`src/rtl/dsb_pkg.sv`:
```
package dsb_pkg;

    localparam int ANG_W = 32;

    typedef enum logic [1:0] {
        ST_IDLE    = 2'd0,
        ST_MSG     = 2'd1,
        ST_CARRIER = 2'd2,
        ST_OUT     = 2'd3
    } dsb_state_e;

    // arctan(2^-i) expressed as a fraction of a full turn, scaled by 2^32
    function automatic logic [ANG_W-1:0] atan_turn(input int idx);
        logic [ANG_W-1:0] r;
        case (idx)
            0:       r = 32'h2000_0000;
            1:       r = 32'h12E4_051E;
            2:       r = 32'h09FB_385B;
            3:       r = 32'h0511_11D4;
            4:       r = 32'h028B_0D43;
            5:       r = 32'h0145_D7E1;
            6:       r = 32'h00A2_F61E;
            7:       r = 32'h0051_7C55;
            8:       r = 32'h0028_BE53;
            9:       r = 32'h0014_5F2F;
            10:      r = 32'h000A_2F98;
            11:      r = 32'h0005_17CC;
            12:      r = 32'h0002_8BE6;
            13:      r = 32'h0001_45F3;
            14:      r = 32'h0000_A2FA;
            15:      r = 32'h0000_517D;
            default: r = '0;
        endcase
        return r;
    endfunction

endpackage

```
`src/rtl/dsb_phase_gen.sv`:
```
module dsb_phase_gen
    import dsb_pkg::*;
#(
    parameter logic [ANG_W-1:0] STEP  = 32'h0000_0800,
    parameter int               MULT  = 20,
    parameter int               SHIFT = 16
) (
    input  logic             clk,
    input  logic             rst,
    input  logic             clr,
    input  logic             adv,
    output logic [ANG_W-1:0] cnt_o,
    output logic [ANG_W-1:0] msg_ang,
    output logic [ANG_W-1:0] car_ang
);

    localparam logic [ANG_W-1:0] MULT_V = ANG_W'(MULT);

    logic [ANG_W-1:0] cnt_q;
    logic [ANG_W-1:0] car_cnt;

    always_ff @(posedge clk) begin
        if (rst || clr) begin
            cnt_q <= '0;
        end else if (adv) begin
            cnt_q <= cnt_q + STEP;
        end
    end

    always_comb begin
        car_cnt = cnt_q * MULT_V;
        msg_ang = cnt_q << SHIFT;
        car_ang = car_cnt << SHIFT;
    end

    assign cnt_o = cnt_q;

endmodule

```
`src/rtl/dsb_cordic.sv`:
```
module dsb_cordic
    import dsb_pkg::*;
#(
    parameter int IN_W = 16,
    parameter int FRAC = 8,
    parameter int ITER = 16
) (
    input  logic                   clk,
    input  logic                   rst,
    input  logic                   clr,
    input  logic                   start,
    input  logic signed [IN_W-1:0] din,
    input  logic [ANG_W-1:0]       ang,
    output logic                   busy,
    output logic                   done,
    output logic signed [IN_W-1:0] x_res,
    output logic signed [IN_W-1:0] y_res
);

    localparam int DW    = IN_W + FRAC + 2;
    localparam int CNT_W = (ITER > 1) ? $clog2(ITER) : 1;
    localparam int PW    = IN_W + 18;
    localparam int KSH   = 16;
    // inverse CORDIC gain, 0.60725 in Q16
    localparam logic signed [PW-1:0] KQ   = PW'(39797);
    localparam logic signed [DW-1:0] HALF = DW'(1) <<< (FRAC - 1);
    localparam logic [CNT_W-1:0]     LAST = CNT_W'(ITER - 1);

    logic signed [DW-1:0]    x_q, y_q;
    logic signed [ANG_W-1:0] z_q;
    logic [CNT_W-1:0]        it_q;
    logic                    busy_q, done_q;

    logic signed [DW-1:0]    x_pre, x_ld, y_ld;
    logic signed [ANG_W-1:0] z_ld;
    logic                    fold;

    logic signed [DW-1:0]    xs, ys, x_n, y_n;
    logic signed [ANG_W-1:0] z_n, step_ang;
    logic                    ccw;

    // load: gain pre-compensation and quadrant fold
    always_comb begin
        x_pre = DW'(($signed({{18{din[IN_W-1]}}, din}) * KQ) >>> (KSH - FRAC));
        fold  = (ang[ANG_W-1:ANG_W-2] == 2'b01) || (ang[ANG_W-1:ANG_W-2] == 2'b10);
        x_ld  = fold ? -x_pre : x_pre;
        y_ld  = '0;
        z_ld  = fold ? $signed(ang ^ {1'b1, {(ANG_W-1){1'b0}}}) : $signed(ang);
    end

    // one micro-rotation
    always_comb begin
        ccw      = ~z_q[ANG_W-1];
        step_ang = $signed(atan_turn(int'(it_q)));
        xs       = x_q >>> it_q;
        ys       = y_q >>> it_q;
        x_n      = ccw ? (x_q - ys) : (x_q + ys);
        y_n      = ccw ? (y_q + xs) : (y_q - xs);
        z_n      = ccw ? (z_q - step_ang) : (z_q + step_ang);
    end

    always_ff @(posedge clk) begin
        if (rst || clr) begin
            x_q    <= '0;
            y_q    <= '0;
            z_q    <= '0;
            it_q   <= '0;
            busy_q <= 1'b0;
            done_q <= 1'b0;
        end else if (start) begin
            x_q    <= x_ld;
            y_q    <= y_ld;
            z_q    <= z_ld;
            it_q   <= '0;
            busy_q <= 1'b1;
            done_q <= 1'b0;
        end else if (busy_q) begin
            x_q    <= x_n;
            y_q    <= y_n;
            z_q    <= z_n;
            it_q   <= it_q + 1'b1;
            busy_q <= (it_q != LAST);
            done_q <= (it_q == LAST);
        end else begin
            done_q <= 1'b0;
        end
    end

    assign busy  = busy_q;
    assign done  = done_q;
    assign x_res = IN_W'((x_q + HALF) >>> FRAC);
    assign y_res = IN_W'((y_q + HALF) >>> FRAC);

endmodule

```
`src/rtl/dsb_dac_map.sv`:
```
module dsb_dac_map #(
    parameter int SUM_W    = 17,
    parameter int CODE_W   = 8,
    parameter bit SATURATE = 1'b1
) (
    input  logic signed [SUM_W-1:0] sum,
    output logic [CODE_W-1:0]       code
);

    localparam logic signed [SUM_W-1:0] HI  = SUM_W'((1 << (CODE_W - 1)) - 1);
    localparam logic signed [SUM_W-1:0] LO  = -SUM_W'(1 << (CODE_W - 1));
    localparam logic signed [SUM_W-1:0] MID = SUM_W'(1 << (CODE_W - 1));

    logic signed [SUM_W-1:0] lim;
    logic signed [SUM_W-1:0] diff;

    generate
        if (SATURATE) begin : g_clip
            always_comb begin
                if (sum > HI)      lim = HI;
                else if (sum < LO) lim = LO;
                else               lim = sum;
            end
        end else begin : g_wrap
            always_comb lim = sum;
        end
    endgenerate

    always_comb begin
        diff = MID - lim;
        code = diff[CODE_W-1:0];
    end

endmodule

```
`src/rtl/dsb_modulator.sv`:
```
module dsb_modulator
    import dsb_pkg::*;
#(
    parameter int               IN_W     = 16,
    parameter int               FRAC     = 8,
    parameter int               ITER     = 16,
    parameter int               MAG      = 100,
    parameter int               CAR_MULT = 20,
    parameter logic [ANG_W-1:0] STEP     = 32'h0000_0800,
    parameter int               SHIFT    = 16,
    parameter int               CODE_W   = 8
) (
    input  logic              clk,
    input  logic              rst,
    input  logic              en,
    input  logic              strobe_i,
    output logic [CODE_W-1:0] code_o,
    output logic              valid_o
);

    localparam int                SUM_W = IN_W + 1;
    localparam logic [CODE_W-1:0] MIDC  = CODE_W'(1 << (CODE_W - 1));

    dsb_state_e state_q, state_d;

    logic                    accept;
    logic                    cor_start, cor_busy, cor_done;
    logic signed [IN_W-1:0]  cor_din, cx, cy;
    logic [ANG_W-1:0]        cor_ang;
    logic [ANG_W-1:0]        phase_cnt, msg_ang, car_ang;
    logic                    phase_adv;
    logic signed [SUM_W-1:0] acc_q;
    logic [CODE_W-1:0]       map_code, code_q;
    logic                    valid_q;

    assign accept    = en && strobe_i && (state_q == ST_IDLE);
    assign phase_adv = en && (state_q == ST_OUT);
    assign cor_start = accept || (en && (state_q == ST_MSG) && cor_done);
    assign cor_din   = (state_q == ST_MSG) ? cx : IN_W'(MAG);
    assign cor_ang   = (state_q == ST_MSG) ? car_ang : msg_ang;

    dsb_phase_gen #(
        .STEP  (STEP),
        .MULT  (CAR_MULT),
        .SHIFT (SHIFT)
    ) u_phase (
        .clk     (clk),
        .rst     (rst),
        .clr     (!en),
        .adv     (phase_adv),
        .cnt_o   (phase_cnt),
        .msg_ang (msg_ang),
        .car_ang (car_ang)
    );

    dsb_cordic #(
        .IN_W (IN_W),
        .FRAC (FRAC),
        .ITER (ITER)
    ) u_cordic (
        .clk   (clk),
        .rst   (rst),
        .clr   (!en),
        .start (cor_start),
        .din   (cor_din),
        .ang   (cor_ang),
        .busy  (cor_busy),
        .done  (cor_done),
        .x_res (cx),
        .y_res (cy)
    );

    dsb_dac_map #(
        .SUM_W    (SUM_W),
        .CODE_W   (CODE_W),
        .SATURATE (1'b1)
    ) u_map (
        .sum  (acc_q),
        .code (map_code)
    );

    // next-state logic
    always_comb begin
        state_d = state_q;
        if (!en) begin
            state_d = ST_IDLE;
        end else begin
            unique case (state_q)
                ST_IDLE:    if (strobe_i) state_d = ST_MSG;
                ST_MSG:     if (cor_done) state_d = ST_CARRIER;
                ST_CARRIER: if (cor_done) state_d = ST_OUT;
                ST_OUT:     state_d = ST_IDLE;
                default:    state_d = ST_IDLE;
            endcase
        end
    end

    // state register
    always_ff @(posedge clk) begin
        if (rst) state_q <= ST_IDLE;
        else     state_q <= state_d;
    end

    // datapath and outputs
    always_ff @(posedge clk) begin
        if (rst) begin
            acc_q   <= '0;
            code_q  <= MIDC;
            valid_q <= 1'b0;
        end else begin
            valid_q <= 1'b0;
            if (accept) begin
                acc_q <= '0;
            end else if (en && (state_q == ST_CARRIER) && cor_done) begin
                acc_q <= acc_q + SUM_W'(cx) + SUM_W'(cy);
            end
            if (en && (state_q == ST_OUT)) begin
                code_q  <= map_code;
                valid_q <= 1'b1;
            end
        end
    end

    assign code_o  = code_q;
    assign valid_o = valid_q;

endmodule

```
`config.mk`:
```
export PLATFORM = sky130hd
export DESIGN_NAME = dsb_modulator
export DESIGN_NICKNAME = d
export VERILOG_FILES = /design/src/rtl/dsb_pkg.sv /design/src/rtl/dsb_phase_gen.sv /design/src/rtl/dsb_cordic.sv /design/src/rtl/dsb_dac_map.sv /design/src/rtl/dsb_modulator.sv
export SDC_FILE = /design/constraint.sdc
export NUM_CORES = 1
export LEC_CHECK = 0
export BUFFER_PORTS_ARGS = -buffer_cell sky130_fd_sc_hd__buf_2
export CAP_MARGIN = 20
export CORE_MARGIN = 3
export CORE_UTILIZATION = 60
export DETAILED_ROUTE_END_ITERATION = 8
export HOLD_SLACK_MARGIN = 0.02
export PLACE_DENSITY = 0.79
export SLEW_MARGIN = 20
export SYNTH_ARGS = -nofsm -noshare
export SYNTH_HDL_FRONTEND = slang
export SYNTH_SLANG_ARGS = --single-unit
export TNS_END_PERCENT = 20
```
`constraint.sdc`:
```
create_clock -name clk -period 7.77 [get_ports clk]
set_clock_uncertainty 0.1 [all_clocks]
set_input_delay 0.3885 -clock clk [delete_from_list [all_inputs] [get_ports clk]]
set_output_delay 0.3885 -clock clk [all_outputs]
set_load 0.1 [all_outputs]
```
## After elaboration in Yosys (flattened, before gate mapping)

Memory sizes are Yosys's and may differ from the RTL's. A register that Yosys moved wholly into a read port is not among the register bits.
Index checks and enable logic that the tools add are counted.

| operators by class | value |
|---|---|
| $add $sub $neg | 14 |
| multipliers | 2 |
| magnitude comparators | 2 |
| eq/ne operators | 10 |
| shift operators | 2 |
| mux-type cells | 22 |
| bitwise logic cells | 3 |
| reduce and logical (&&, ||, !) cells | 18 |

Operator list:

| operator | number |
|---|---|
| $mux W32 | 5 |
| $mux W26 | 5 |
| $add A26 B26 Y26 | 2 |
| $sshr A26 B4 Y26 | 2 |
| $sub A26 B26 Y26 | 2 |
| $add A24 B9 Y24 const B | 2 |
| $add A17 B16 Y17 | 2 |
| $mul A16 B17 Y33 const B | 1 |
| $add A32 B12 Y32 const B | 1 |
| $add A32 B32 Y32 | 1 |
| $mul A32 B3 Y14 const B | 1 |
| $sub A32 B32 Y32 | 1 |
| $neg A26 Y26 | 1 |
| $gt A17 B8 Y1 const B | 1 |
| $lt A17 B8 Y1 const B | 1 |
| $mux W16 | 1 |
| $mux W8 | 2 |
| $mux W4 | 2 |
| $pmux W2 S4 | 1 |
| $sub A8 B8 Y8 const A | 1 |
| $logic_and A1 B1 Y1 | 7 |
| $eq A2 B2 Y1 const B | 3 |
| $mux W2 | 3 |
| $reduce_or A2 Y1 | 3 |
| 14 further kinds | 22 |

| word-level totals | value |
|---|---|
| flip-flop bits (word level) | 150 |
| bits in read-only memories | 480 |
| input port bits | 4 |
| word-level logic and storage cells | 85 |
| memories | 1 |

Memory list:

| name | depth | bits a word | read ports | clocked after Yosys merged registers in | wr ports | line | RTL |
|---|---|---|---|---|---|---|---|
| (name not given) | 16 | 30 | 1 | 1 | 0 | dsb_pkg.sv:15 | `case (idx)` |

## Longest topological paths before layout

| depth | value |
|---|---|
| word-level depth | 6 |
| mapped depth | 34 |
| gate-level depth less buffers | 32 |

## Modules after synthesis

From an unflattened synthesis, not the netlist that was laid out.

| unflattened totals | value |
|---|---|
| cells, all modules | 2918 |
| area, all modules | 23892.9 sq um |

Modules (own cells, without submodules):

| module | instances | cells each | area an instance (sq um) | sequential area each (sq um) |
|---|---|---|---|---|
| dsb_cordic | 1 | 2383 | 19388.6 | 2402.3 |
| dsb_modulator | 1 | 302 | 2650.0 | 560.5 |
| dsb_phase_gen | 1 | 191 | 1551.5 | 420.4 |
| dsb_dac_map | 1 | 42 | 302.8 | 0.0 |

## Least setup slack after synthesis

Ideal clock, no wire load.

| timing path | value |
|---|---|
| kind | reg-to-reg |
| start | reg state_q[1] |
| end | reg u_cordic.x_q[20] |
| library setup time | 86 ps |
| arrival | 8082 ps |
| setup slack | -498 ps |
| cell stages (with the launch flop) | 30 |
| clock period less this slack | 8268 ps |
| cell sequence | dfxtp_1 inv_1 ha_1 clkbuf_1 clkbuf_1 clkbuf_1 nand2_1 ha_1 fa_1 fa_1 inv_1 fa_1 fa_1 fa_1 inv_1 ha_1 clkbuf_1 a21o_1 a31o_2 or2_2 a31o_2 a31o_4 xnor2_2 or4b_4 nor4_2 nand4_1 o211a_1 a221oi_2 xor2_1 a211oi_1 |

| on the way | value |
|---|---|
| cells in the longest elaborated chain, start to end | 6 |
| elaborated cells on any way between the ends | 16 |
| classes of those cells | 1 x add/sub; 1 x mul; 3 x eq/ne; 4 x mux; 7 x reduce/logical |

RTL lines:

| what | line | RTL |
|---|---|---|
| from (decl) | dsb_modulator.sv:24 | `dsb_state_e state_q, state_d;` |
| from (signal assigned) | dsb_modulator.sv:101 | `else state_q <= state_d;` |
| $eq A2 B1 Y1 | dsb_modulator.sv:38, dsb_modulator.sv:39, dsb_modulator.sv:40 |  |
| $mux W16 / $mux W32 (equally long branches) | dsb_modulator.sv:39, dsb_modulator.sv:40 |  |
| $mul A16 B17 Y33, or another cell as far along | dsb_cordic.sv:44 | `x_pre = DW'(($signed({{18{din[IN_W-1]}}, din}) * KQ) >>> (KSH - FRAC));` |
| $neg A26 Y26 / $logic_or A1 B1 Y1 (equally long branches) | dsb_cordic.sv:46, dsb_cordic.sv:45 |  |
| $mux W26 | dsb_cordic.sv:46 | `x_ld = fold ? -x_pre : x_pre;` |
| $mux W26 | dsb_cordic.sv:70 | `end else if (start) begin` |
| to (signal assigned) | dsb_cordic.sv:71 | `x_q <= x_ld;` |
| to (signal assigned) | dsb_cordic.sv:78 | `x_q <= x_n;` |
| to (decl) | dsb_cordic.sv:29 | `logic signed [DW-1:0] x_q, y_q;` |

Parallel ways exist; a longest one is shown, timed or not.
A chain may end at the register's enable or synchronous reset.

## Worst setup path after layout

| timing path | value |
|---|---|
| start | reg u_cordic.x_q[10] |
| end | reg u_cordic.x_q[20] |

| on the way | value |
|---|---|
| cells in the longest elaborated chain, start to end | 6 |
| elaborated cells on any way between the ends | 10 |
| classes of those cells | 4 x add/sub; 1 x mul; 5 x mux |

RTL lines:

| what | line | RTL |
|---|---|---|
| $add A24 B9 Y24 | dsb_cordic.sv:91 | `assign x_res = IN_W'((x_q + HALF) >>> FRAC);` |
| $mux W16 | dsb_modulator.sv:39 | `assign cor_din = (state_q == ST_MSG) ? cx : IN_W'(MAG);` |
| $mul A16 B17 Y33 | dsb_cordic.sv:44 |  |
| $neg A26 Y26 | dsb_cordic.sv:46 |  |
| $mux W26 | dsb_cordic.sv:46 |  |
| $mux W26 * | dsb_cordic.sv:70 |  |

Every way passes the cells marked *; elsewhere a longest branch is shown, timed or not. The select of a mux whose other input is x is not followed.

==> flow_summary_export.csv <==
group,metric,value,unit
clock_network,cts_tree,"done",
routing,via_count,19100,
clock_network,clock_path_buffers,2,
place,place_inst,3013,
power,peakVddDrop,0.163,mV
clock_network,clk_latency,0.46,ns
sta,finalMaxSlewViolations,0,
critical_path,critPathRequiredTime,8.05,ns
run,max_cap_violations,0,
grt,grt_max_degree,81,
clock_network,cts.sinks,153,
grt,grt_pass1_vias,18400,
critical_path,cp_slowest_stage_delay,0.52,ns
place,dp_hpwl,44.5,mm
layout,final_cell_mix,"250 x nor2_1, 224 x ha_1, 219 x inv_1",
layout,fin_nets,2961,
outcome,status,"finished, final reports clean",
sta,rsz0062_at_grt,"true",
grt,grt_pass1_wl,93.0,mm
critical_path,worstPathMaxFanout,5,
floorplan,die_y,194,um
place,place_congestion,0.957,
layout,post_layout_nonfiller_instances,3071,
routing,finalWirelength,58.0,mm
sta,max_clock_freq,132,MHz
layout,area_delta_synth_final,11.6,%
place,port_buffers,12,
synth,syn_area,21200,um^2
floorplan,rows,68,
critical_path,worstReg2RegStart,"u_cordic.x_q[10]",
synth,synth_edf_count,0,
clock_network,clk_pin_slew_worst_paths,0.07,ns
floorplan,top_level_ports,13,
critical_path,crit_path_top_delay_cell,"fa_1",
floorplan,initial_utilization,0.611,
grt,antenna_found_initial,0,
floorplan,core,34700,um^2
layout,n_antenna_cell,0,
synth,yosys.area.top_type,"dfxtp_1",
synth,yosysWarningCount,0,
grt,overflow,0,
critical_path,crit_end,"u_cordic.x_q[20]",
clock_network,htreeDepth,4,
critical_path,cp-end-kind,"flip-flop",
routing,via_per_inst,6.22,
layout,regArea,3070,um^2
sta,maxSlewHeadroom,0.336,
routing,dr.pass1.iters,6,
synth,synth_top_area_share,0.144,
sta,max_slew.worst_pin.slew,0.971,ns
power,power.leakage,11.2,nW
critical_path,rrSetupSlack,0.17,ns
sta,min_period_over_period,0.978,
grt,grtUsageTotal,0.296,
synth,synthCells,2531,
sta,timing.final.setup_violations,0,
layout,layout_commonest_cell,"nor2_1",
clock_network,cts_buffers,17,
synth,avgSynthCellArea,8.39,um^2
synth,synth_cell_types,92,
routing,drc,0,
floorplan,die_x,194,um
routing,routedWlPerCell,18.9,um
critical_path,rr_endpoint,"u_cordic.x_q[20]",
synth,ys.flop_type,"dfxtp_1",
routing,postRouteAntennaNets,0,
critical_path,r2r_cells,32,
sta,hold_viol,0,
layout,fillers,2667,
clock_network,cts-root-buf,"clkbuf_16",
critical_path,critical_path_buf_inv_count,8,
critical_path,critPathTopFamily,"adder cells",
layout,utilization,0.682,
synth,seq_area_frac_synth,0.144,
power,total_power,3.59,mW
power,powerDensity,152,nW/um^2
critical_path,crit_start,"u_cordic.x_q[10]",
critical_path,worstSetupStartpointType,"flip-flop",
routing,drt-initial-drc-count,1866,
layout,drive_gt1_frac,0.151,
synth,postSynthRegisterBits,153,
floorplan,dieArea,37700,um^2
synth,ys_async_sr_fraction,0,
synth,syn_nets,2889,
worst_hold_path,hold_path_class,"input pin to flip-flop",
critical_path,cp.depth,32,
critical_path,crit_arrival,7.88,ns
layout,multi_input_area,17300,um^2
synth,synthTopCellsByArea,"dfxtp_1 14%, ha_1 14%, fa_1 11%, xnor2_1 6.4%, nor2_1 4.5%",
sta,fin_crit,7.60,ns
critical_path,timing_worst_setup_path_type,"flip-flop to flip-flop",
-- worst min-delay path by stage --
| stage | from | end | depth (start not counted) |
|---|---|---|---|
| 2_1_floorplan | u_cordic.z_q[26] | u_cordic.z_q[26] | 2 |
| 3_3_place_gp | code_o[3] | code_o[3] | 2 |
| 3_5_place_dp | code_o[6] | code_o[6] | 2 |
| 4_1_cts | rst | code_o[6] | 2 |
| 5_1_grt | rst | code_o[6] | 2 |
| 6_report | rst | code_o[6] | 2 |
-- metal layers --
layer | part of all wire | GRT usage | vias to the layer above
li1 | - | - | 9039
met1 | 0.43 | 0.402 | 9181
met2 | 0.46 | 0.483 | 740
met3 | 0.069 | 0.0490 | 138
met4 | 0.036 | 0.102 | 0
met5 | 0 | 0 | -
-- synthesized netlist by cell type (22+ instances only) --
library cell,n
and2_1,22
o21ai_0,78
inv_1,233
ha_1,241
nor3_1,45
clkbuf_1,82
nor2b_1,24
mux2_2,24
xor2_1,87
nand4_1,26
mux4_2,37
fa_1,113
mux2i_1,78
a21oi_1,182
a211oi_1,45
nand2_1,188
xnor2_1,154
a21o_1,63
dfxtp_1,153
nor2_1,256
nand3_1,52
a31oi_1,39
-- where the power goes --
group	internal (mW)	leakage [nW]	switching, mW
registers	0.796	1.24	0.0223
logic	0.872	9.68	1.04
clock network	0.449	0.298	0.410
total	2.12	11.2	1.47
-- kinds of logic after synthesis --
| group | synth area share |
|---|---|
| AO/OA/AOI/OAI | 0.173 |
| XOR/XNOR | 0.100 |
| adder cells (fa/ha/maj) | 0.249 |
| buffers and inverters | 0.0647 |
| flip-flops | 0.144 |
| multiplexers | 0.115 |
| AND/OR/NAND/NOR | 0.154 |
-- through the flow --
step           area [um^2]  setup TNS (ns)  hold slack [ns]  setup slack [ns]
2_1_floorplan        21300               0            0.345          0.000967
3_3_place_gp         22400          -0.436            0.337            -0.101
3_5_place_dp         22400           -1.69            0.343            -0.261
4_1_cts              23100               0            0.156           0.00545
5_1_grt              23700          -0.941            0.170            -0.223
6_report             23700               0            0.171             0.171
-- cell type report --
type,count,area share
multi-input cells,2029,0.731
flip-flops and latches,153,0.130
repair buffers,168,0.0529
inverters,234,0.0373
well taps,455,0.0240
clock buffers,18,0.0190
clock inverters,14,0.00629
-- state kept, by name (all words and copies together) (netlist names) --
signal             count
u_cordic.z_q          32
u_phase.cnt_o          5
code_o                 8
u_cordic.step_ang     30
u_cordic.x_q          26
u_cordic.done          1
acc_q                 17
valid_o                1
u_cordic.y_q          26
state_q                2
u_cordic.it_q          4
u_cordic.busy          1
-- worst register-to-register path: cells and delay by family, from the launching register on --
family | cells | cell delay, ns
adder cells (fa/ha/maj) | 7 | 2.95
AND/OR/NAND/NOR | 10 | 1.66
buffers and inverters | 8 | 0.98
AO/OA/AOI/OAI | 4 | 0.90
XOR/XNOR | 3 | 0.58
flip-flops | 1 | 0.35
-- timing repair --
item | in CTS | in global routing
pin swaps | 24 | 60
endpoints found under the setup margin | 12 | 16
hold buffers | 0 | 0
gates resized for setup | 23 | 90
setup buffers | 8 | 18
gates cloned | 0 | 0
No activity file was read; power rests on OpenSTA's default activity.
